### config.mk
export PLATFORM = sky130hd
export DESIGN_NAME = rx_ring_tracker
export DESIGN_NICKNAME = d
export VERILOG_FILES = /design/src/rtl/rx_ring_pkg.sv /design/src/rtl/rx_buf_decode.sv /design/src/rtl/rx_desc_count.sv /design/src/rtl/rx_ring_ptrs.sv /design/src/rtl/rx_low_thresh.sv /design/src/rtl/rx_ring_tracker.sv
export SDC_FILE = /design/constraint.sdc
export NUM_CORES = 1
export LEC_CHECK = 0
export ABC_AREA = 1
export BUFFER_PORTS_ARGS = -buffer_cell sky130_fd_sc_hd__buf_2
export CELL_PAD_IN_SITES_DETAIL_PLACEMENT = 1
export CELL_PAD_IN_SITES_GLOBAL_PLACEMENT = 2
export CORE_UTILIZATION = 28
export CTS_CLUSTER_DIAMETER = 30
export DETAILED_ROUTE_END_ITERATION = 16
export GPL_TIMING_DRIVEN = 0
export MAX_ROUTING_LAYER = met4
export PLACE_DENSITY = 0.82
export REMOVE_ABC_BUFFERS = 1
export SYNTH_ARGS = -nofsm -noshare
export SYNTH_HDL_FRONTEND = slang
export SYNTH_HIERARCHICAL = 1
export SYNTH_SLANG_ARGS = --single-unit
### constraint.sdc
create_clock -name clk_i -period 5.07 [get_ports clk_i]
set_clock_uncertainty 0.15 [all_clocks]
set_input_delay 1.014 -clock clk_i [delete_from_list [all_inputs] [get_ports clk_i]]
set_output_delay 1.014 -clock clk_i [all_outputs]
set_load 0.005 [all_outputs]
### src/rtl/rx_ring_pkg.sv
package rx_ring_pkg;
  typedef struct packed {
    logic [1:0] bsize;
    logic       bext;
    logic [1:0] thr;
  } rx_cfg_t;

  localparam int unsigned SHIFT_W = 4;
endpackage

### src/rtl/rx_buf_decode.sv
module rx_buf_decode
  import rx_ring_pkg::*;
(
  input  logic [1:0]         bsize_i,
  input  logic               bext_i,
  output logic [SHIFT_W-1:0] shift_o,
  output logic               valid_o
);
  // log2 of the buffer size in bytes
  always_comb begin
    if (bext_i) shift_o = SHIFT_W'(4'd15 - {2'b00, bsize_i});
    else        shift_o = SHIFT_W'(4'd11 - {2'b00, bsize_i});
    valid_o = !(bext_i && bsize_i == 2'b00);
  end
endmodule

### src/rtl/rx_desc_count.sv
module rx_desc_count
  import rx_ring_pkg::*;
#(
  parameter int unsigned LEN_W = 16
) (
  input  logic [LEN_W-1:0]   len_i,
  input  logic [SHIFT_W-1:0] shift_i,
  output logic [LEN_W-1:0]   need_o
);
  logic [LEN_W-1:0] rem_mask;

  always_comb begin
    rem_mask = ~({LEN_W{1'b1}} << shift_i);
    need_o   = (len_i >> shift_i) + LEN_W'(|(len_i & rem_mask));
  end
endmodule

### src/rtl/rx_ring_ptrs.sv
module rx_ring_ptrs #(
  parameter int unsigned RING_LEN = 64,
  parameter int unsigned IDX_W    = $clog2(RING_LEN)
) (
  input  logic             clk_i,
  input  logic             rst_ni,
  input  logic             tail_we_i,
  input  logic [IDX_W-1:0] tail_i,
  input  logic             adv_i,
  input  logic [IDX_W-1:0] adv_cnt_i,
  output logic [IDX_W-1:0] head_o,
  output logic [IDX_W-1:0] free_o,
  output logic [IDX_W-1:0] free_nxt_o
);
  localparam logic [IDX_W:0] RING_EXT = (IDX_W+1)'(RING_LEN);

  logic [IDX_W-1:0] head_q, tail_q, head_d, tail_d;
  logic [IDX_W:0]   head_sum;

  function automatic logic [IDX_W-1:0] ring_dist(logic [IDX_W-1:0] t, logic [IDX_W-1:0] h);
    logic [IDX_W:0] d;
    if (t >= h) d = {1'b0, t} - {1'b0, h};
    else        d = {1'b0, t} + RING_EXT - {1'b0, h};
    return d[IDX_W-1:0];
  endfunction

  always_comb begin
    head_sum = {1'b0, head_q} + {1'b0, adv_cnt_i};
    if (head_sum >= RING_EXT) head_sum = head_sum - RING_EXT;
    head_d = adv_i ? head_sum[IDX_W-1:0] : head_q;
    tail_d = (tail_we_i && ({1'b0, tail_i} < RING_EXT)) ? tail_i : tail_q;
  end

  always_ff @(posedge clk_i or negedge rst_ni) begin
    if (!rst_ni) begin
      head_q <= '0;
      tail_q <= '0;
    end else begin
      head_q <= head_d;
      tail_q <= tail_d;
    end
  end

  assign head_o     = head_q;
  assign free_o     = ring_dist(tail_q, head_q);
  assign free_nxt_o = ring_dist(tail_d, head_d);

  assert_head_in_ring_R6: assert property (@(posedge clk_i) disable iff (!rst_ni)
    {1'b0, head_q} < RING_EXT);

  assert_free_idle_stable_R5: assert property (@(posedge clk_i) disable iff (!rst_ni)
    (!adv_i && !tail_we_i) |=> $stable(free_o));
endmodule

### src/rtl/rx_low_thresh.sv
module rx_low_thresh #(
  parameter int unsigned RING_LEN = 64,
  parameter int unsigned IDX_W    = $clog2(RING_LEN)
) (
  input  logic             clk_i,
  input  logic             rst_ni,
  input  logic [1:0]       thr_code_i,
  input  logic [IDX_W-1:0] free_i,
  input  logic [IDX_W-1:0] free_nxt_i,
  input  logic             clr_i,
  output logic             irq_o
);
  logic [IDX_W-1:0] thr_val;
  logic             thr_en, hit, irq_q;

  always_comb begin
    thr_en = 1'b1;
    unique case (thr_code_i)
      2'b00:   thr_val = IDX_W'(RING_LEN >> 1);
      2'b01:   thr_val = IDX_W'(RING_LEN >> 2);
      2'b10:   thr_val = IDX_W'(RING_LEN >> 3);
      default: begin thr_val = '0; thr_en = 1'b0; end
    endcase
    hit = thr_en && (free_nxt_i == thr_val) && (free_nxt_i != free_i);
  end

  always_ff @(posedge clk_i or negedge rst_ni) begin
    if (!rst_ni)    irq_q <= 1'b0;
    else if (hit)   irq_q <= 1'b1;
    else if (clr_i) irq_q <= 1'b0;
  end

  assign irq_o = irq_q;

  assert_irq_sticky_R9: assert property (@(posedge clk_i) disable iff (!rst_ni)
    (irq_q && !clr_i) |=> irq_q);

  assert_reserved_thr_quiet_R8: assert property (@(posedge clk_i) disable iff (!rst_ni)
    (thr_code_i == 2'b11 && !irq_q) |=> !irq_q);

  assert_irq_at_threshold_R8: assert property (@(posedge clk_i) disable iff (!rst_ni)
    $rose(irq_q) |-> (free_i == $past(thr_val)));
endmodule

### src/rtl/rx_ring_tracker.sv
module rx_ring_tracker
  import rx_ring_pkg::*;
#(
  parameter int unsigned RING_LEN = 64,
  parameter int unsigned LEN_W    = 16,
  parameter int unsigned IDX_W    = $clog2(RING_LEN)
) (
  input  logic             clk_i,
  input  logic             rst_ni,
  input  logic             cfg_we_i,
  input  logic [1:0]       cfg_bsize_i,
  input  logic             cfg_bext_i,
  input  logic [1:0]       cfg_thr_i,
  input  logic             tail_we_i,
  input  logic [IDX_W-1:0] tail_i,
  input  logic             irq_clr_i,
  input  logic             pkt_valid_i,
  input  logic [LEN_W-1:0] pkt_len_i,
  output logic [IDX_W-1:0] head_o,
  output logic [IDX_W-1:0] free_o,
  output logic             irq_o,
  output logic             drop_o
);
  rx_cfg_t            cfg_q;
  logic [SHIFT_W-1:0] buf_shift;
  logic               buf_ok, fits, accept, drop_q;
  logic [LEN_W-1:0]   need;
  logic [IDX_W-1:0]   free_cur, free_nxt;

  always_ff @(posedge clk_i or negedge rst_ni) begin
    if (!rst_ni)       cfg_q <= '0;
    else if (cfg_we_i) cfg_q <= '{bsize: cfg_bsize_i, bext: cfg_bext_i, thr: cfg_thr_i};
  end

  rx_buf_decode u_dec (
    .bsize_i (cfg_q.bsize),
    .bext_i  (cfg_q.bext),
    .shift_o (buf_shift),
    .valid_o (buf_ok)
  );

  rx_desc_count #(.LEN_W(LEN_W)) u_cnt (
    .len_i   (pkt_len_i),
    .shift_i (buf_shift),
    .need_o  (need)
  );

  always_comb begin
    fits   = need <= LEN_W'(free_cur);
    accept = pkt_valid_i && buf_ok && fits;
  end

  rx_ring_ptrs #(.RING_LEN(RING_LEN), .IDX_W(IDX_W)) u_ptrs (
    .clk_i      (clk_i),
    .rst_ni     (rst_ni),
    .tail_we_i  (tail_we_i),
    .tail_i     (tail_i),
    .adv_i      (accept),
    .adv_cnt_i  (need[IDX_W-1:0]),
    .head_o     (head_o),
    .free_o     (free_cur),
    .free_nxt_o (free_nxt)
  );

  rx_low_thresh #(.RING_LEN(RING_LEN), .IDX_W(IDX_W)) u_thr (
    .clk_i      (clk_i),
    .rst_ni     (rst_ni),
    .thr_code_i (cfg_q.thr),
    .free_i     (free_cur),
    .free_nxt_i (free_nxt),
    .clr_i      (irq_clr_i),
    .irq_o      (irq_o)
  );

  always_ff @(posedge clk_i or negedge rst_ni) begin
    if (!rst_ni) drop_q <= 1'b0;
    else         drop_q <= pkt_valid_i && !accept;
  end

  assign free_o = free_cur;
  assign drop_o = drop_q;

  assert_reserved_size_drops_R3: assert property (@(posedge clk_i) disable iff (!rst_ni)
    (pkt_valid_i && !buf_ok) |=> drop_o);

  assert_drop_holds_head_R7: assert property (@(posedge clk_i) disable iff (!rst_ni)
    drop_o |-> $stable(head_o));

  assert_drop_single_pulse_R7: assert property (@(posedge clk_i) disable iff (!rst_ni)
    !pkt_valid_i |=> !drop_o);
endmodule

==> impl_metrics.ini, run 1 <==
[die]
core_mm2 = 0.01147
fp.dieH_um = 110.7
start_util_pct = 28.86
num_rows = 39
die_area_mm2 = 0.01226
die_w_um = 110.7
pin_count = 47

[detailed_routing]
routedWlPerCell_um = 15.78
drcViolationCount = 0
dr.pass1.iters = 4
routed_via_density = 4.946
vias = 3784
drt_iter0_markers = 102
totalWireLength_um = 12070
detail-route-antenna-nets = 0

[place]
placed_area_mm2 = 0.003603
dpl.hpwl_um = 8858
port_buffers = 46
place_worst_setup_slack_ps = -1956
gp_congestion = 0.8145

[timing]
fmax_ghz = 0.1950
fin_crit_sh_pct = 101.2
finalCriticalPeriod_ps = 5129
hold_violations = 0
hold_ws_ps = 329.4
drv_slew = 0
setup_viol = 1
rsz0062_at_grt = true
setup_ws_ps = -58.71

[power]
p_leak_nw = 2.333
peakVddDrop_mv = 0.3578
powerDensity_mw_per_mm2 = 470.3

[logic_synthesis]
synth_async_sr_flop_share_pct = 100.0
mappedNetlistArea_mm2 = 0.003309
synth_warnings = 6
synth_edf_count = 0
synth-seq-cells = 19
yosys_most_used_dff = dfrtp_1
avgSynthCellArea_um2 = 6.095
ys_types = 38
yosysSeqAreaShare_pct = 14.37
syn_inst = 543

[final_layout]
final_nets = 682
final_area_mm2 = 0.004477
antenna_cells = 0
drive_above_1_share_pct = 35.05
regArea_um2 = 479.2
multiInputGateArea_mm2 = 0.002754
area_growth_pct = 35.27
n_fill_cell = 1482

[run]
cap_violations = 0

[run_status]
violations = negative setup slack
status = finished with violations

[clock_network]
tritoncts = yes
ctsRootBufferMaster = clkbuf_16
htreeDepth = 1
cts_buffers = 3
clk_latency_ps = 250
clk_path_buf_depth = 2
clk_pin_slew_ps = 60
cts.sinks = 19

[global_route]
grt_pass1_vias = 3951
grt_remaining_overflow = 0
grt_pass1_wl_um = 19600
grt_max_degree = 20
track_usage_pct = 19.94
antenna_found_initial = 0

[critical_path]
cp-startpoint = pkt_len_i[13]
cp-start-kind = primary input
cp.arrival_ps = 5130
crit_fanout = 5
worst_path_max_delay_cell = fa_2
critPathMaxStageDelay_ps = 410
critPathKind = primary input to register
end_kind = register
setup.worst_path.end = u_thr/irq_o
reg2regPathDepth = 33
crit_top_cell = nand2_1
timing.rr.start = cfg_q[4]
r2r-end = u_thr/irq_o
cp.required_ps = 5070
r2r_setup_slack_ps = -10

[hold_path]
whs_path_depth = 2
hp-class = register to register
hold_path_startpoint = u_thr/irq_o
through the flow:
| step | TNS (ps) | cells | util (%) | power, mW |
|---|---|---|---|---|
| 3_5_place_dp | -2971 | 718 | 31.42 | 1.545 |
| 4_1_cts | 0 | 758 | 37.44 | 1.964 |
| 2_1_floorplan | -513.7 | 529 | - | 1.170 |
| 6_report | -58.71 | 765 | 39.04 | 2.105 |
| 5_1_grt | -351.0 | 765 | 39.04 | 2.319 |
| 3_3_place_gp | -2114 | 718 | 31.42 | 1.496 |
Yosys cell counts (5+ instances only):
cell | instances | share of area (%)
dfrtp_1 | 19 | 14
nand4_1 | 11 | 2.1
nand2_2 | 16 | 3.0
mux2_2 | 8 | 2.7
ha_1 | 23 | 8.7
buf_2 | 5 | 0.76
o21ai_0 | 18 | 2.7
inv_2 | 7 | 0.79
nor2_1 | 33 | 3.7
nand3_1 | 73 | 11
nand3_2 | 13 | 3.9
xor2_1 | 10 | 2.6
inv_1 | 79 | 9.0
nand2_1 | 166 | 19
a21oi_1 | 11 | 1.7
nor2_2 | 12 | 2.3
xnor2_1 | 8 | 2.1
layout make-up:
cell class | count | share of cell area [%]
Clock buffer | 4 | 1.761
Multi-Input combinational cell | 423 | 61.51
Sequential cell | 19 | 10.70
Timing Repair Buffer | 89 | 13.83
Tap cell | 143 | 3.997
Inverter | 87 | 8.189
registers in the layout, summed over array words and instances (netlist names):
| signal | cells |
|---|---|
| cfg_q | 5 |
| u_ptrs/head_o | 6 |
| u_ptrs/tail_q | 6 |
| u_thr/irq_o | 1 |
| drop_o | 1 |
cells in the final DEF (no fill, tap or decap), drive strengths merged, types with 3 or more instances in the layout:
cell type,count
nand2,182
ha,23
fa,3
xor2,10
dfrtp,19
xnor2,8
nor2,46
nand3,88
buf,89
a21oi,12
nand4,11
clkbuf,4
o21ai,20
mux2,8
inv,83
worst min-delay path by stage:
stage	to	slack, ps
floorplan	u_thr/irq_o	320
global placement	u_thr/irq_o	310
detailed placement	u_thr/irq_o	320
CTS	u_thr/irq_o	340
global route	u_thr/irq_o	370
finish	u_thr/irq_o	330
what timing repair did:
item,4_1_cts,5_1_grt
gates cloned,0,0
gates resized for setup,86,33
hold buffers,0,0
pin swaps,36,34
hold endpoints to repair,0,0
setup buffers,36,9
setup endpoints to repair,6,1
worst max-delay path, delay by kind of cell:
kind	cells	cell delay (ps)
buf+inv	5	580
compound gates	4	710
simple gates	15	1360
fa+ha+maj	4	1130
xor+xnor	2	310
power by group:
group          total [mW]  internal (mW)  switching, mW  leakage, nW
sequential          0.236          0.188         0.0474        0.225
clock               0.171          0.107         0.0633       0.0382
combinational        1.70          0.677           1.02         2.07
total                2.11          0.973           1.13         2.33
per-layer routing:
layer / part of all wire, % / GRT usage [%] / vias to the layer above
met3: 2.5 / 1.531 / 16
met4: 1.5 / 4.356 / 0
met1: 43 / 23.99 / 1807
li1: - / - / 1894
met5: 0 / - / -
met2: 53 / 36.19 / 67
kinds of logic (layout without fill, tap and decap cells):
kind of cell               Yosys count  in the layout  share of synthesized area (%)
adders and majority gates           26             26                          10.51
muxes                                8              8                          2.722
and+or+nand+nor                    332            332                          47.56
buffers and inverters              101            180                          13.50
other                                1              1                         0.1133
DFF                                 19             19                          14.37
xor gates and xnor gates            18             18                          4.764
AOI/OAI and AO/OA                   38             38                          6.465
No activity file was read; power rests on OpenSTA's default activity.
==> inputs of run 2 (changes only) <==
- CELL_PAD_IN_SITES_DETAIL_PLACEMENT: 1 -> default
- CELL_PAD_IN_SITES_GLOBAL_PLACEMENT: 2 -> default
- CORE_UTILIZATION: 28 -> 54
- PLACE_DENSITY: 0.82 -> 0.83
- RECOVER_POWER: default -> 25
==> run 2 against run 1 <==
The flow still finishes with violations (negative setup slack). Worst hold slack got worse by 2.3 ps. Final area down 3.3%. Wire length down 3.6%. Sequential power about the same. Sequential cell count unchanged. Total power rose by 1.3%. First-iteration DRC count rose to 4.4 times the previous value. Via count increased by 9.3%. Non-clock buffer count shrank 1. Register-to-register slack worse by 330 ps. Clock power is 33% lower. Highest routed layer unchanged.
==> impl_metrics.ini, run 2 (same netlist as run 1, synthesis figures left out) <==
[hold_path]
holdPathEnd = u_thr/irq_o
hp-class = register to register
whs_path_depth = 2
hold_path_startpoint = u_thr/irq_o

[critical_path]
r2r-end = u_thr/irq_o
r2r_setup_slack_ps = -340
worst_path_max_delay_cell = dfrtp_1
reg2regPathDepth = 39
cp-start-kind = register
crit_fanout = 7
cp.required_ps = 5130
crit_top_cell = nand2_2
critical_path_buf_inv_count = 7
crit_family = simple AND/OR/NAND/NOR gates
critPathKind = register to register
cp.arrival_ps = 5480
timing.rr.start = cfg_q[4]
end_kind = register
critPathMaxStageDelay_ps = 410

[clock_network]
tritoncts = yes
cts_buffers = 3
clk_latency_ps = 270
ctsRootBufferMaster = clkbuf_8
clk_pin_slew_ps = 70
htreeDepth = 1
postCtsHoldBufs = 0
cts.sinks = 19
clk_path_buf_depth = 2

[final_layout]
drive_above_1_share_pct = 34.78
fin_cells = 696
area_growth_pct = 30.85
layout_commonest_cell = nand2_1
final_nets = 681
final_util_pct = 73.14
antenna_cells = 0
final_cell_mix = nand2_1 (148), inv_1 (71), nand3_1 (64)

[timing]
rsz0062_at_grt = true
fmax_ghz = 0.1847
setup_viol = 1
hold_ws_ps = 327.1
finalCriticalPeriod_ps = 5415
drv_slew = 0
relSlewSlack_pct = 24.92
fin_crit_sh_pct = 106.8
hold_violations = 0
worst_pin_slew_ps = 1126
setup_ws_ps = -344.8

[detailed_routing]
routedWlPerCell_um = 16.72
routed_via_density = 5.941
totalWireLength_um = 11640
drt_iter0_markers = 448
drcViolationCount = 0
dr.pass1.iters = 8
vias = 4135
detail-route-antenna-nets = 0

[power]
powerDensity_mw_per_mm2 = 492.6
p_leak_nw = 2.310
peakVddDrop_mv = 0.4705

[global_route]
grt_max_degree = 20
grt_pass1_wl_um = 16460
antenna_found_initial = 0
grt_pass1_vias = 3773
grt_remaining_overflow = 0
track_usage_pct = 33.32

[die]
num_rows = 28
fp.dieH_um = 80.29
pin_count = 47
core_mm2 = 0.005921
die_w_um = 80.29
start_util_pct = 55.90
die_area_mm2 = 0.006446

[run]
cap_violations = 0

[place]
gp_congestion = 0.9242
dpl.hpwl_um = 7131
port_buffers = 46
dp.cells = 650

[run_status]
status = finished with violations
violations = negative setup slack
[run 2: repair_timing]
action,CTS,global route
gates resized for setup,42,58
buffers inserted,27,15
setup endpoints to repair,1,1
pin swaps,19,36
[run 2: report_power, final]
group / internal [mW] / switching [mW] / total [mW] / leakage, nW
clock: 0.0562 / 0.0576 / 0.114 / 0.0228
sequential: 0.188 / 0.0487 / 0.237 / 0.225
combinational: 0.708 / 1.07 / 1.78 / 2.06
total: 0.952 / 1.18 / 2.13 / 2.31
[run 2: worst max path at each step]
stage	start	to	slack [ps]	depth (start not counted)
2_1_floorplan	pkt_len_i[15]	u_thr/irq_o	-510	30
3_3_place_gp	pkt_len_i[14]	u_thr/irq_o	-1430	31
3_5_place_dp	pkt_len_i[14]	u_thr/irq_o	-1500	32
4_1_cts	pkt_len_i[12]	u_thr/irq_o	3	37
5_1_grt	cfg_q[4]	u_thr/irq_o	-640	34
6_report	cfg_q[4]	u_thr/irq_o	-340	39
[run 2: per-layer routing]
metal,part of all wire (%),up-vias,GRT usage [%]
met5,0,-,-
met4,5.4,0,16.25
met3,8.3,66,3.977
met2,50,293,57.52
met1,36,1899,38.19
li1,-,1877,-
[run 2: worst min-delay path: stages (launching register included)]
cell and delay [ps]:
dfrtp_1 350, nand2_1 50, nand2_1 50
[run 2: stage by stage]
stage	setup TNS (ps)	worst slack [ps]	instance area (µm²)	total power, mW
floorplan	-513.7	-513.7	3194	1.170
detailed placement	-1498	-1498	3518	1.501
global placement	-1425	-1425	3518	1.442
global route	-643.6	-643.6	4330	2.293
finish	-344.8	-344.8	4330	2.133
CTS	0	3.338	3958	1.796
[run 2: area by class of cell]
| cell class | count | area, µm² |
|---|---|---|
| Timing Repair Buffer | 88 | 615.6 |
| Sequential cell | 19 | 479.2 |
| Multi-Input combinational cell | 423 | 2748 |
| Tap cell | 75 | 93.84 |
| Fill cell | 418 | 1590 |
| Inverter | 87 | 349.1 |
| Clock buffer | 4 | 45.04 |
==> inputs of run 3 (changes only) <==
- CORE_UTILIZATION: 54 -> 45
- CTS_BUF_LIST: default -> sky130_fd_sc_hd__clkbuf_8
- PLACE_DENSITY: 0.83 -> 0.68
==> run 3 against run 2 <==
Combinational power decreased by 6%. Clock power decreased by 7%. Worst setup slack improved by 330 ps. Maximum frequency increased by 6.5%. Worst hold slack improved by 32 ps. Critical path depth decreased by 5. Sequential power about the same. Total power decreased by 5.5%. Final area increased by 1.5%. Via count decreased by 7.4%. Die area increased by 19%. The flow still finishes with violations (negative setup slack).
==> impl_metrics.ini, run 3 (same netlist as run 1, synthesis figures left out) <==
[critical_path]
cp.arrival_ps = 5080
critPathKind = register to register
end_kind = register
crit_top_cell = nand2_1
r2r_setup_slack_ps = -10
critPathMaxStageDelay_ps = 420
reg2regPathDepth = 34
crit_fanout = 8
timing.rr.start = cfg_q[4]
r2r-end = u_thr/irq_o
worst_path_max_delay_cell = dfrtp_1
cp-start-kind = register
cp.required_ps = 5070

[place]
gp_congestion = 0.8974
dp.cells = 671
dpl.hpwl_um = 7033
port_buffers = 46
placed_area_mm2 = 0.003545
place_worst_setup_slack_ps = -1614

[die]
die_area_mm2 = 0.007701
num_rows = 30
pin_count = 47
core_mm2 = 0.006944
start_util_pct = 47.66
die_w_um = 87.76
fp.dieH_um = 87.76

[detailed_routing]
routedWlPerCell_um = 14.00
totalWireLength_um = 10110
vias = 3830
detail-route-antenna-nets = 0
drcViolationCount = 0
routed_via_density = 5.305
dr.pass1.iters = 5
drt_iter0_markers = 206

[final_layout]
fin_cells = 722
final_nets = 686
n_fill_cell = 607
layout_commonest_cell = nand2_1
area_growth_pct = 32.85
final_util_pct = 63.32
final_area_mm2 = 0.004397
antenna_cells = 0
drive_above_1_share_pct = 35.94
final_cell_mix = nand2_1 (149), inv_1 (70), nand3_1 (62)

[timing]
fin_crit_sh_pct = 100.3
worst_pin_slew_ps = 1076
setup_ws_ps = -12.72
fmax_ghz = 0.1967
rsz0062_at_grt = true
relSlewSlack_pct = 28.27
hold_violations = 0
final.setup.tns_ps = -12.72
setup_viol = 1
finalCriticalPeriod_ps = 5083
drv_slew = 0

[global_route]
grt_pass1_wl_um = 15630
grt_remaining_overflow = 0
antenna_found_initial = 0
grt_pass1_vias = 3496
track_usage_pct = 26.34
grt_max_degree = 20

[hold_path]
holdPathEnd = u_thr/irq_o
hp-class = register to register
hold_path_startpoint = u_thr/irq_o
whs_path_depth = 2

[clock_network]
clk_pin_slew_ps = 70
ctsRootBufferMaster = clkbuf_8
clk_latency_ps = 260
clk_path_buf_depth = 2
tritoncts = yes
cts.sinks = 19
cts_buffers = 3
postCtsHoldBufs = 0
htreeDepth = 1

[power]
p_leak_nw = 2.337
peakVddDrop_mv = 0.4056
powerDensity_mw_per_mm2 = 458.4

[run_status]
status = finished with violations
violations = negative setup slack

[run]
cap_violations = 0
[run 3: changes by cell type in the layout (fill, tap and decap cells not counted), sizes merged]
cell / change
inv: -1
buf: +5
clkbuf: -1
clkinv: +2
[run 3: power breakdown]
part | internal (mW) | switching [mW]
registers | 0.188 | 0.0500
clock network | 0.0539 | 0.0523
logic | 0.691 | 0.980
total | 0.933 | 1.08
[run 3: layer usage]
layer | GRT usage (%) | vias up | share of wire (%) | wire length, µm
li1 | - | 1896 | - | -
met1 | 31.91 | 1747 | 41 | 4175
met2 | 45.74 | 155 | 51 | 5143
met3 | 1.791 | 32 | 5.0 | 502
met4 | 9.687 | 0 | 2.8 | 283
met5 | - | - | 0 | 0
[run 3: timing repair]
item,CTS,global route
gates resized for setup,40,68
pin swaps,19,41
endpoints found under the setup margin,1,1
buffers inserted,31,16
[run 3: worst max-delay path: cells and delay by family (launching register included)]
| kind | cells | cell delay, ps |
|---|---|---|
| buffers and inverters | 8 | 1020 |
| adder cells (fa/ha/maj) | 4 | 1080 |
| XOR/XNOR | 2 | 330 |
| AO/OA/AOI/OAI | 2 | 400 |
| flip-flops | 1 | 420 |
| AND/OR/NAND/NOR | 18 | 1550 |
[run 3: final cells by class]
type	count	area, µm²	area share, %
well taps	96	120.1	2.732
clock buffers	3	41.29	0.9391
inverters	87	366.6	8.338
flip-flops and latches	19	479.2	10.90
multi-input cells	423	2756	62.69
repair buffers	93	629.4	14.31
clock inverters	1	3.754	0.08537
[run 3: metrics by stage]
| stage | total power [mW] | hold WS, ps |
|---|---|---|
| floorplan | 1.170 | 320.3 |
| global placement | 1.458 | 310.3 |
| detailed placement | 1.495 | 339.6 |
| CTS | 1.766 | 364.5 |
| global route | 2.221 | 412.3 |
| finish | 2.015 | 359.3 |
[run 3: how the worst max path moves through the flow]
stage,from,endpoint,depth (start not counted)
2_1_floorplan,pkt_len_i[15],u_thr/irq_o,30
3_3_place_gp,pkt_len_i[14],u_thr/irq_o,32
3_5_place_dp,pkt_len_i[14],u_thr/irq_o,31
4_1_cts,cfg_q[4],u_thr/irq_o,40
5_1_grt,cfg_q[4],u_thr/irq_o,40
6_report,cfg_q[4],u_thr/irq_o,34
